`config.mk`:
```
export PLATFORM = sky130hd
export DESIGN_NAME = gpio_irq_bank
export DESIGN_NICKNAME = d
export VERILOG_FILES = /design/src/rtl/gpio_irq_pkg.sv /design/src/rtl/gpio_irq_sync.sv /design/src/rtl/gpio_irq_port.sv /design/src/rtl/gpio_irq_bank.sv
export SDC_FILE = /design/constraint.sdc
export NUM_CORES = 1
export LEC_CHECK = 0
export ABC_AREA = 1
export BUFFER_PORTS_ARGS = -buffer_cell sky130_fd_sc_hd__buf_2
export CAP_MARGIN = 20
export CORE_UTILIZATION = 63
export CTS_CLUSTER_SIZE = 16
export DETAILED_ROUTE_END_ITERATION = 7
export PLACE_DENSITY = 0.91
export SKIP_LAST_GASP = 1
export SLEW_MARGIN = 10
export SYNTH_ARGS = -nofsm -noshare
export SYNTH_HDL_FRONTEND = slang
export SYNTH_SLANG_ARGS = --single-unit
```
`constraint.sdc`:
```
create_clock -name clk -period 3.9 [get_ports clk]
set_clock_uncertainty 0.2 [all_clocks]
set_input_delay 0.585 -clock clk [delete_from_list [all_inputs] [get_ports clk]]
set_output_delay 0.585 -clock clk [all_outputs]
set_load 0.005 [all_outputs]
```
`src/rtl/gpio_irq_pkg.sv`:
```
package gpio_irq_pkg;

    localparam int PORTS   = 4;
    localparam int PORT_W  = 8;
    localparam int PINS    = PORTS * PORT_W;
    localparam int PSEL_W  = $clog2(PORTS);

    // Register kinds reachable through the bus
    typedef enum logic [2:0] {
        RK_NONE,
        RK_STAT,
        RK_EN,
        RK_TRIG,
        RK_CLR,
        RK_STAT_M,
        RK_EN_M,
        RK_TRIG_M
    } reg_kind_e;

    typedef struct packed {
        reg_kind_e           kind;
        logic [PSEL_W-1:0]   port;
    } reg_sel_t;

    // Trigger word: three bit planes, one bit per pin in each plane
    typedef struct packed {
        logic [PORT_W-1:0] both;  // bits 23:16
        logic [PORT_W-1:0] edg;   // bits 15:8
        logic [PORT_W-1:0] pol;   // bits 7:0
    } trig_t;

    // Per-pin detection for one port
    function automatic logic [PORT_W-1:0] detect(trig_t t,
                                                 logic [PORT_W-1:0] cur,
                                                 logic [PORT_W-1:0] prev);
        logic [PORT_W-1:0] hit;
        for (int i = 0; i < PORT_W; i++) begin
            logic rise;
            logic fall;
            rise = cur[i] & ~prev[i];
            fall = ~cur[i] & prev[i];
            if (t.edg[i]) begin
                if (t.both[i]) hit[i] = rise | fall;
                else           hit[i] = t.pol[i] ? rise : fall;
            end else begin
                hit[i] = (cur[i] == t.pol[i]);
            end
        end
        return hit;
    endfunction

    // Address decode: plain window at 0x40..0x7F, masked window above upper
    function automatic reg_sel_t decode_addr(logic [31:0] a, logic [31:0] upper);
        reg_sel_t    r;
        logic        msk;
        logic [31:0] off;
        msk    = (a >= upper);
        off    = msk ? (a - upper) : a;
        r.kind = RK_NONE;
        r.port = off[2 +: PSEL_W];
        if (a[1:0] == 2'b00 && off >= 32'h40 && off < 32'h80) begin
            case (off[5:4])
                2'd0:    r.kind = msk ? RK_STAT_M : RK_STAT;
                2'd1:    r.kind = msk ? RK_EN_M   : RK_EN;
                2'd2:    r.kind = msk ? RK_TRIG_M : RK_TRIG;
                default: r.kind = msk ? RK_NONE   : RK_CLR;
            endcase
        end
        return r;
    endfunction

endpackage

```
`src/rtl/gpio_irq_sync.sv`:
```
module gpio_irq_sync #(
    parameter int W      = 32,
    parameter int STAGES = 2
) (
    input  logic         clk,
    input  logic         rst,
    input  logic [W-1:0] raw_i,
    output logic [W-1:0] cur_o,
    output logic [W-1:0] prev_o
);
    logic [W-1:0] chain [STAGES];
    logic [W-1:0] prev_q;

    always_ff @(posedge clk) begin
        if (rst) begin
            for (int s = 0; s < STAGES; s++) chain[s] <= '0;
            prev_q <= '0;
        end else begin
            chain[0] <= raw_i;
            for (int s = 1; s < STAGES; s++) chain[s] <= chain[s-1];
            prev_q <= chain[STAGES-1];
        end
    end

    assign cur_o  = chain[STAGES-1];
    assign prev_o = prev_q;
endmodule

```
`src/rtl/gpio_irq_port.sv`:
```
module gpio_irq_port
    import gpio_irq_pkg::*;
(
    input  logic              clk,
    input  logic              rst,
    input  logic [PORT_W-1:0] cur_i,
    input  logic [PORT_W-1:0] prev_i,
    input  logic [31:0]       wdata,
    input  logic              we_en,
    input  logic              we_en_m,
    input  logic              we_trig,
    input  logic              we_trig_m,
    input  logic              we_clr,
    input  logic              we_stat_m,
    output logic [PORT_W-1:0] status_o,
    output logic [PORT_W-1:0] enable_o,
    output trig_t             trig_o,
    output logic              irq_o
);
    localparam int TW = 3 * PORT_W;

    logic [PORT_W-1:0] status_q, en_q, hit, stat_base;
    logic [PORT_W-1:0] wmask, wval;
    logic [TW-1:0]     tmask;
    trig_t             trig_q;

    assign wmask = wdata[2*PORT_W-1:PORT_W];
    assign wval  = wdata[PORT_W-1:0];
    assign tmask = {3{wdata[31:32-PORT_W]}};
    assign hit   = detect(trig_q, cur_i, prev_i);

    always_comb begin
        stat_base = status_q;
        if (we_clr)    stat_base = stat_base & ~wval;
        if (we_stat_m) stat_base = (stat_base & ~wmask) | (wval & wmask);
    end

    always_ff @(posedge clk) begin
        if (rst) begin
            status_q <= '0;
            en_q     <= '0;
            trig_q   <= '0;
        end else begin
            status_q <= stat_base | hit;
            if (we_en)        en_q <= wval;
            else if (we_en_m) en_q <= (en_q & ~wmask) | (wval & wmask);
            if (we_trig)        trig_q <= trig_t'(wdata[TW-1:0]);
            else if (we_trig_m) trig_q <= trig_t'((TW'(trig_q) & ~tmask) | (wdata[TW-1:0] & tmask));
        end
    end

    assign status_o = status_q;
    assign enable_o = en_q;
    assign trig_o   = trig_q;
    assign irq_o    = |(status_q & en_q);

    assert_w1c_R6: assert property (@(posedge clk) disable iff (rst)
        we_clr |=> ((status_q & $past(wval & ~hit)) == '0));
    assert_set_wins_R7: assert property (@(posedge clk) disable iff (rst)
        (|hit) |=> ((status_q & $past(hit)) == $past(hit)));
    assert_rst_enable_R2: assert property (@(posedge clk) disable iff (rst)
        $past(rst) |-> (en_q == '0 && status_q == '0));
    assert_en_keep_R9: assert property (@(posedge clk) disable iff (rst)
        we_en_m |=> ((en_q & ~$past(wmask)) == ($past(en_q) & ~$past(wmask))));
endmodule

```
`src/rtl/gpio_irq_bank.sv`:
```
module gpio_irq_bank
    import gpio_irq_pkg::*;
#(
    parameter int          ADDR_W      = 12,
    parameter logic [31:0] UPPER_OFS   = 32'h80,
    parameter int          SYNC_STAGES = 2
) (
    input  logic              clk,
    input  logic              rst,
    input  logic [PINS-1:0]   pin_i,
    input  logic              wr_en,
    input  logic [ADDR_W-1:0] addr,
    input  logic [31:0]       wdata,
    output logic [31:0]       rdata,
    output logic              irq_o
);
    logic [PINS-1:0]   cur, prev;
    logic [PORTS-1:0]  port_irq;
    logic [PORT_W-1:0] st   [PORTS];
    logic [PORT_W-1:0] en   [PORTS];
    trig_t             tr   [PORTS];
    reg_sel_t          sel;

    assign sel = decode_addr(32'(addr), UPPER_OFS);

    gpio_irq_sync #(.W(PINS), .STAGES(SYNC_STAGES)) u_sync (
        .clk   (clk),
        .rst   (rst),
        .raw_i (pin_i),
        .cur_o (cur),
        .prev_o(prev)
    );

    for (genvar p = 0; p < PORTS; p++) begin : g_port
        logic hit_port;
        assign hit_port = wr_en && (sel.port == PSEL_W'(p));
        gpio_irq_port u_port (
            .clk      (clk),
            .rst      (rst),
            .cur_i    (cur[p*PORT_W +: PORT_W]),
            .prev_i   (prev[p*PORT_W +: PORT_W]),
            .wdata    (wdata),
            .we_en    (hit_port && sel.kind == RK_EN),
            .we_en_m  (hit_port && sel.kind == RK_EN_M),
            .we_trig  (hit_port && sel.kind == RK_TRIG),
            .we_trig_m(hit_port && sel.kind == RK_TRIG_M),
            .we_clr   (hit_port && sel.kind == RK_CLR),
            .we_stat_m(hit_port && sel.kind == RK_STAT_M),
            .status_o (st[p]),
            .enable_o (en[p]),
            .trig_o   (tr[p]),
            .irq_o    (port_irq[p])
        );
    end

    always_comb begin
        rdata = '0;
        case (sel.kind)
            RK_STAT, RK_STAT_M: rdata = 32'(st[sel.port]);
            RK_EN, RK_EN_M:     rdata = 32'(en[sel.port]);
            RK_TRIG, RK_TRIG_M: rdata = 32'(tr[sel.port]);
            default:            rdata = '0;
        endcase
    end

    assign irq_o = |port_irq;

    logic any_en;
    always_comb begin
        any_en = 1'b0;
        for (int p = 0; p < PORTS; p++) any_en = any_en | (|en[p]);
    end

    assert_irq_needs_enable_R8: assert property (@(posedge clk) disable iff (rst)
        irq_o |-> any_en);
endmodule

```
==> results of run 1 <==
## power groups by stage
stage	registers (mW)	clock network, mW	logic (mW)
after global routing	2.72	2.71	0.518
after floorplan	2.76	0	0.296
after global placement	2.77	0	0.442
final	2.72	2.59	0.476
after detailed placement	2.77	0	0.456
after CTS	2.72	2.59	0.461
## kinds of logic (layout without fill, tap and decap cells)
group           Yosys count  count (layout)  synth area share, %
mux                      31              31                 2.68
simple gates            839             839                 27.0
compound gates          334             334                 15.0
flops                   256             256                 39.3
fa+ha+maj                69              69                 6.62
buf+inv                 310             411                 9.33
other cells               1               9               0.0287
## synthesized netlist by cell type
library cell	n
a21boi_2	1
nor2_1	462
nor3_1	14
o21ai_0	140
a22o_1	12
ha_1	69
buf_2	10
nor2_4	6
a21oi_1	65
o211ai_1	33
o2bb2ai_1	1
a221oi_1	7
o311ai_0	8
nand2_1	197
and2_2	1
buf_4	9
clkinv_1	14
buf_1	8
nand2_2	6
a31oi_1	2
o22ai_1	55
nor2_2	10
inv_1	208
a22oi_1	10
conb_1	1
nand4_1	69
and3_1	2
clkbuf_1	53
nand3_1	72
buf_6	1
mux2_2	31
inv_2	7
dfxtp_1	256
## metrics by stage
stage	std cells	worst slack [ns]
floorplan	1847	1.15
CTS	2218	0.417
global placement	2170	0.465
finish	2219	0.255
global route	2218	0.217
detailed placement	2170	0.424
## metal layers
layer	up-vias	share of wire [%]	GRT usage [%]
li1	6225	-	-
met1	6002	37	43.7
met2	793	45	60.7
met3	202	9.9	6.33
met4	0	8.0	26.1
met5	-	0	0
## path summary, 6_finish.rpt
path / slack (ns) / cells after the start / startpoint / end
worst max-delay path: 0.26 / 11 / addr[7] / rdata[4]
worst min-delay path: 0.03 / 3 / pin_i[12] / u_sync.chain[0][12]
worst max register to register: 2.02 / 7 / u_sync.chain[0][40] / g_port[1].u_port.status_o[0]
worst min register to register: 0.20 / 2 / u_sync.chain[0][2] / u_sync.chain[0][34]
## layout make-up
cell class              instances  area (sq um)  area share, %
diodes                          1          2.50         0.0170
clock buffers                  40           815           5.53
clock inverters                 8          82.6          0.561
inverters                     229           860           5.84
multi-input cells            1281          6740           45.8
flip-flops and latches        256          5120           34.8
well taps                     270           338           2.29
repair buffers                134           763           5.18
## worst reg2reg max path, cell delays in order (launching register included)
cell and delay [ns]:
dfxtp_1 0.44, inv_1 0.12, ha_1 0.21, mux2_2 0.25
o211ai_1 0.16, nand3_1 0.16, nor2_1 0.15, nor2_1 0.05
==> results_dict.tcl, run 1 <==
set metrics [dict create \
    syn-cell-area_sq_mm 0.0130 \
    start_util_pct 64.5 \
    grt-ovfl-total 0 \
    crit_type "in -> out" \
    placed_cell_area_sq_mm 0.0138 \
    fin_nets 2077 \
    critPathMaxStageDelay_ns 0.73 \
    path_cells "buf_2, inv_2, ha_1, nand2_1, nand2_1, nand2_1, nor2_2, and3_1, nand2_2, o311ai_0, buf_2" \
    grt_first_pass_wirelength_mm 62.4 \
    num_vias 13200 \
    drv_cap 0 \
    final_hold_viol_count 0 \
    worst-path-buf-inv 3 \
    htreeDepth 1 \
    pwr-share-seq_pct 47.0 \
    post-dp-hpwl_mm 28.0 \
    io_pins 112 \
    fin_util_pct 72.7 \
    p_int_mw 4.33 \
    clock_latency_ns 0.55 \
    synth_seq_area_share_pct 39.3 \
    cts-hold-fix-buffers 0 \
    die_area_sq_mm 0.0213 \
    timing.setup.tns_ns 0 \
    cts-root-buf "clkbuf_16" \
    period_needed_ns 3.64 \
    synth_top_area_share_pct 39.3 \
    die_h_um 146 \
    numCtsBuffers 27 \
    ir_worst_vdd_mv 0.349 \
    most-common-layout-cells "462 x nor2_1, 256 x dfxtp_1, 207 x inv_1, 196 x nand2_1, 140 x o21ai_0" \
    ys_ff_latch 256 \
    cts.clk_slew.worst_paths_ns 0.06 \
    via_per_inst 5.96 \
    post_cts_resized 0 \
    synthTopCellsByArea "dfxtp_1 39%, nor2_1 13%, ha_1 6.6%" \
    area_growth_pct 12.9 \
    syn-mean-instance-area_sq_um 7.09 \
    worst_setup_path_end_kind "output pin" \
    switching_share_pct 25.1 \
    dr.pass1.iters 5 \
    finalCritPeriodShare_pct 93.5 \
    max_freq_mhz 274 \
    cts_max_path_buffers 3 \
    drt_iter0_markers 1329 \
    tritoncts "done" \
    critPathArrivalTime_ns 2.86 \
    finalSetupViolCount 0 \
    power.leakage_nw 6.31 \
    wirelength_mm 39.9 \
    final-max-slew-violation-count 0 \
    cts_setup_buffers 0 \
    tightest_slew_ns 0.868 \
    grt_max_degree 68 \
    critPathSlowestCell "o311ai_0" \
    clkPwrFrac_pct 44.8 \
    synth_cell_type_count 33 \
    core.rowCount 52 \
    critical_path.most_common_cell "nand2_1" \
    drcViolationCount 0 \
    path_max_fanout 24 \
    antenna_found_initial 0 \
    final_area_sq_mm 0.0147 \
    fin_hold_ws_ns 0.0316 \
    die_x_um 146 \
    status "complete, no violations" \
    p_switching_mw 1.45 \
    ant_nets 0 \
    drive_gt1_share_pct 12.4 \
    routabilityCongestion 1.04 \
    power_mw 5.78 \
    cts_sinks 256 \
    synth_top_area_cell "dfxtp_1" \
    critPathTopFamily "simple AND/OR/NAND/NOR gates" \
    nFillCells 1605 \
    coreArea_sq_mm 0.0202 \
    relSlewSlack_pct 42.0 \
    grt_usage_pct 36.8 \
    cp_data_required_time_ns 3.12 \
    pwr-share-comb_pct 8.2 \
    rsz0062_at_grt "no" \
    hp-class "in -> reg" \
    syn_inst 1840 \
    wl_per_cell_um 18.0 \
    power.density_mw_per_mm2 393 \
    placement.io_buffers 103 \
    ys_warn_count 0 \
    final_common_cell "nor2_1" \
    grt_pass1_vias 12300 \
    start_kind "primary input" \
]
(Power assumes the default switching activity.)
==> run 2, diff against run 1 <==
--- a/config.mk
+++ b/config.mk
@@ -8,10 +8,10 @@
 export ABC_AREA = 1
 export BUFFER_PORTS_ARGS = -buffer_cell sky130_fd_sc_hd__buf_2
 export CAP_MARGIN = 20
-export CORE_UTILIZATION = 63
+export CORE_UTILIZATION = 54
 export CTS_CLUSTER_SIZE = 16
 export DETAILED_ROUTE_END_ITERATION = 7
-export PLACE_DENSITY = 0.91
+export PLACE_DENSITY = 0.83
 export SKIP_LAST_GASP = 1
 export SLEW_MARGIN = 10
 export SYNTH_ARGS = -nofsm -noshare
==> constraint.sdc (replaced) <==
create_clock -name clk -period 3.3 [get_ports clk]
set_clock_uncertainty 0.2 [all_clocks]
set_input_delay 0.495 -clock clk [delete_from_list [all_inputs] [get_ports clk]]
set_output_delay 0.495 -clock clk [all_outputs]
set_load 0.005 [all_outputs]
==> results_dict.tcl, run 2 (synthesized netlist as in run 1, its figures left out) <==
set metrics [dict create \
    drv_cap 0 \
    crit_type "in -> out" \
    worst_setup_path_end_kind "output pin" \
    grt-ovfl-total 0 \
    grt_usage_pct 33.4 \
    drt_iter0_markers 1419 \
    start_kind "primary input" \
    relSlewSlack_pct 55.0 \
    ant_nets 0 \
    final_hold_viol_count 0 \
    die_h_um 157 \
    grt_pass1_vias 12500 \
    cts_max_path_buffers 3 \
    antenna_found_initial 3 \
    path_max_fanout 10 \
    hp-class "in -> reg" \
    min_from "wdata[21]" \
    wirelength_mm 41.1 \
    rsz0062_at_grt "no" \
    most-common-layout-cells "462 x nor2_1, 256 x dfxtp_1, 207 x inv_1, 196 x nand2_1, 140 x o21ai_0" \
    placement.io_buffers 103 \
    finalCritPeriodShare_pct 96.7 \
    cts-root-buf "clkbuf_16" \
    status "complete, no violations" \
    timing.setup.tns_ns 0 \
    tritoncts "done" \
    clock_latency_ns 0.56 \
    final-max-slew-violation-count 0 \
    num_vias 13300 \
    fin_nets 2126 \
    drcViolationCount 0 \
    cts_setup_buffers 0 \
    dr.pass1.iters 6 \
    routabilityCongestion 0.972 \
    core.rowCount 56 \
    coreArea_sq_mm 0.0236 \
    power_mw 7.17 \
    max_freq_mhz 313 \
    drive_gt1_share_pct 13.1 \
    r2r_start "u_sync.chain[0][40]" \
    ir_worst_vdd_mv 0.453 \
    numCtsBuffers 28 \
    die_area_sq_mm 0.0248 \
    grt_max_degree 129 \
    power.density_mw_per_mm2 467 \
    final_common_cell "nor2_1" \
    area_growth_pct 17.8 \
    cts.clk_slew.worst_paths_ns 0.06 \
    power.leakage_nw 6.58 \
    die_x_um 157 \
    wl_per_cell_um 17.7 \
    cp_data_required_time_ns 2.60 \
    post-dp-hpwl_mm 28.7 \
    setup.worst_path.start "addr[7]" \
    critPathArrivalTime_ns 2.50 \
    start_util_pct 55.2 \
    period_needed_ns 3.19 \
    cts_sinks 256 \
    io_pins 112 \
    htreeDepth 1 \
    grt_first_pass_wirelength_mm 64.1 \
    tightest_slew_ns 0.667 \
    finalSetupViolCount 0 \
    via_per_inst 5.75 \
]
[run 2: changes by cell type in the layout (fill, tap and decap cells not counted), moves of 2 or more]
cell	before	now
dlygate4sd3_1	0	32
buf_4	31	44
buf_12	1	4
bufinv_16	1	4
o311ai_0	8	6
o311ai_1	0	2
[run 2: repair_timing]
| item | in CTS | in global routing |
|---|---|---|
| gates resized for setup | 0 | 2 |
| endpoints found under the hold margin | 32 | 0 |
| hold buffers | 32 | 0 |
| setup endpoints to repair | 0 | 2 |
[run 2: path summary, 6_finish.rpt]
kind | endpoint | slack (ns) | cells after the start
setup reg to reg | g_port[1].u_port.status_o[0] | 1.50 | 7
setup / recovery | rdata[6] | 0.11 | 11
hold reg to reg | u_sync.chain[0][41] | 0.20 | 2
hold / removal | flip-flop | 0.05 | 3
[run 2: through the flow]
step / utilization (%) / std cells / area (sq um) / setup WS, ns / hold WS (ns)
2_1_floorplan: - / 1847 / 13100 / 0.728 / 0.188
6_report: 65.1 / 2321 / 15400 / 0.107 / 0.0479
3_5_place_dp: 59.5 / 2235 / 14000 / 0.166 / 0.194
4_1_cts: 65.0 / 2319 / 15400 / 0.130 / 0.0312
5_1_grt: 65.1 / 2321 / 15400 / 0.00535 / 0.0815
3_3_place_gp: 59.5 / 2235 / 14000 / 0.138 / 0.192
[run 2: per-layer routing]
| metal | global-route usage, % | wire, um |
|---|---|---|
| met1 | 40.8 | 15500 |
| met2 | 54.2 | 18400 |
| met3 | 6.83 | 4630 |
| met4 | 19.9 | 2590 |
| met5 | 0 | 13 |
[run 2: layout make-up]
cell class	count	area [sq um]
tap	319	399
antenna	2	5.00
multi-input combinational	1281	6740
sequential	256	5120
timing repair buffer	182	1240
clock buffer	41	830
fill	2015	8250
inverter	229	860
clock inverter	11	170
[run 2: worst max-delay path, cell delays in order]
cell and delay [ns]:
buf_2 0.13, inv_2 0.06, ha_1 0.20, nand2_1 0.07, nand2_1 0.06, nand2_1 0.07, nor2_2 0.14, and3_1 0.22
nand2_2 0.19, o311ai_0 0.63, buf_2 0.23
[run 2: power by group]
group | switching (mW) | internal, mW | total [mW]
Clock | 1.30 | 2.05 | 3.36
Sequential | 0.0482 | 3.16 | 3.21
Combinational | 0.393 | 0.207 | 0.600
Total | 1.74 | 5.42 | 7.17
==> run 3, diff against run 2 <==
--- a/config.mk
+++ b/config.mk
@@ -11,6 +11,7 @@
 export CORE_UTILIZATION = 54
 export CTS_CLUSTER_SIZE = 16
 export DETAILED_ROUTE_END_ITERATION = 7
+export GPL_TIMING_DRIVEN = 0
 export PLACE_DENSITY = 0.83
 export SKIP_LAST_GASP = 1
 export SLEW_MARGIN = 10
==> results_dict.tcl, run 3 (synthesized netlist as in run 1, its figures left out) <==
set metrics [dict create \
    drcViolationCount 0 \
    violations "negative setup slack" \
    worstHoldPathCells 3 \
    wirelength_mm 51.3 \
    ir_worst_vdd_mv 0.557 \
    grt_usage_pct 41.4 \
    rrSetupSlack_ns 1.50 \
    reg2reg_to "g_port[2].u_port.status_o[6]" \
    worst_setup_path_end_kind "output pin" \
    htreeDepth 1 \
    routabilityCongestion 1.05 \
    die_h_um 157 \
    numCtsBuffers 28 \
    diodes 0 \
    cts_sinks 256 \
    timing.setup.tns_ns -0.209 \
    fin_ws_ns -0.0752 \
    most-common-layout-cells "462 x nor2_1, 256 x dfxtp_1, 208 x inv_1, 197 x nand2_1, 137 x o21ai_0" \
    placement.io_buffers 95 \
    post-dp-hpwl_mm 37.8 \
    cts-root-buf "clkbuf_16" \
    start_kind "primary input" \
    coreArea_sq_mm 0.0236 \
    drv_cap 0 \
    io_pins 112 \
    grt_max_degree 19 \
    cts_setup_buffers 0 \
    placed_cell_area_sq_mm 0.0139 \
    grt_first_pass_wirelength_mm 74.8 \
    nFillCells 2075 \
    area_growth_pct 17.3 \
    cts_max_path_buffers 3 \
    max_freq_mhz 296 \
    tightest_slew_ns 1.03 \
    core.rowCount 56 \
    rsz0062_at_grt "yes" \
    status "finished, violations left" \
    power.leakage_nw 6.49 \
    dr.pass1.iters 8 \
    drive_gt1_share_pct 11.6 \
    final_hold_viol_count 0 \
    path_max_fanout 10 \
    wl_per_cell_um 21.9 \
    grt_pass1_vias 12700 \
    fin_nets 2151 \
    cts.clk_slew.worst_paths_ns 0.06 \
    rr_worst_depth 7 \
    power_mw 7.29 \
    r2r_start "u_sync.chain[0][54]" \
    via_per_inst 5.86 \
    die_x_um 157 \
    antenna_found_initial 0 \
    critPathArrivalTime_ns 2.68 \
    tritoncts "done" \
    final-max-slew-violation-count 0 \
    min_from "wdata[17]" \
    drt_iter0_markers 1850 \
    num_vias 13700 \
    ant_nets 0 \
    relSlewSlack_pct 31.7 \
    start_util_pct 55.2 \
    die_area_sq_mm 0.0248 \
    grt-ovfl-total 0 \
    final_area_sq_mm 0.0153 \
    finalSetupViolCount 4 \
    cp_data_required_time_ns 2.60 \
    clock_latency_ns 0.58 \
    final_common_cell "nor2_1" \
    period_needed_ns 3.38 \
    crit_type "in -> out" \
    hp-class "in -> reg" \
    finalCritPeriodShare_pct 102 \
    power.density_mw_per_mm2 476 \
]
## run 3: cell count changes in the layout (fill, tap and decap cells not counted), moves of 2 or more
cell | before | now
buf_1 | 0 | 6
buf_12 | 4 | 0
buf_2 | 102 | 107
buf_4 | 44 | 9
clkbuf_1 | 5 | 51
clkbuf_2 | 0 | 4
clkbuf_8 | 8 | 6
diode_2 | 2 | 0
o21ai_0 | 140 | 137
o21ai_2 | 0 | 2
o311ai_0 | 6 | 4
o311ai_2 | 0 | 2
## run 3: area by class of cell
| class | instances | area (sq um) | area share [%] |
|---|---|---|---|
| inverters | 229 | 860 | 5.62 |
| well taps | 319 | 399 | 2.61 |
| plain buffers | 80 | 373 | 2.44 |
| clock inverters | 11 | 189 | 1.23 |
| clock buffers | 39 | 802 | 5.24 |
| flip-flops and latches | 256 | 5120 | 33.5 |
| multi-input cells | 1281 | 6760 | 44.2 |
| repair buffers | 127 | 796 | 5.20 |
## run 3: where the power goes
part           total [mW]  switching, mW  internal, mW  leakage, nW
Combinational       0.687          0.481         0.206         3.92
Clock                3.38           1.37          2.01        0.484
Sequential           3.22         0.0578          3.16         2.09
## run 3: timing repair
action                     4_1_cts  5_1_grt
hold endpoints to repair        32        0
gates resized for setup         17       10
pin swaps                        0        0
hold buffers                    32        0
setup endpoints to repair       10       13
## run 3: metrics by stage
| step | utilization [%] | cells | hold WS [ns] | setup slack (ns) |
|---|---|---|---|---|
| floorplan | - | 1847 | 0.188 | 0.728 |
| global placement | 59.1 | 2261 | 0.189 | -0.612 |
| detailed placement | 59.1 | 2261 | 0.194 | -0.553 |
| CTS | 64.8 | 2342 | 0.0546 | 0.0236 |
| global route | 64.8 | 2342 | 0.0765 | -0.0794 |
| finish | 64.8 | 2342 | 0.0626 | -0.0752 |
## run 3: how the worst max path moves through the flow
stage / start / depth (start not counted) / slack [ns] / to
5_1_grt: addr[7] / 12 / -0.08 / rdata[3]
3_3_place_gp: addr[3] / 8 / -0.61 / rdata[6]
2_1_floorplan: addr[8] / 10 / 0.73 / rdata[3]
4_1_cts: addr[7] / 12 / 0.02 / rdata[3]
3_5_place_dp: addr[3] / 8 / -0.55 / rdata[6]
6_report: addr[7] / 11 / -0.08 / rdata[7]
## run 3: worst max-delay path, cell delays in order
cell,delay [ns]
buf_2,0.12
inv_2,0.06
ha_1,0.20
nand2_1,0.07
nand2_1,0.06
nand2_1,0.06
nor2_2,0.15
and3_1,0.24
nand2_2,0.29
o311ai_0,0.69
buf_2,0.25
## run 3: routing by layer
layer | share of wire [%] | GRT usage (%)
met1 | 39 | 51.4
met2 | 43 | 65.5
met3 | 11 | 7.54
met4 | 7.4 | 27.5
met5 | 0 | 0
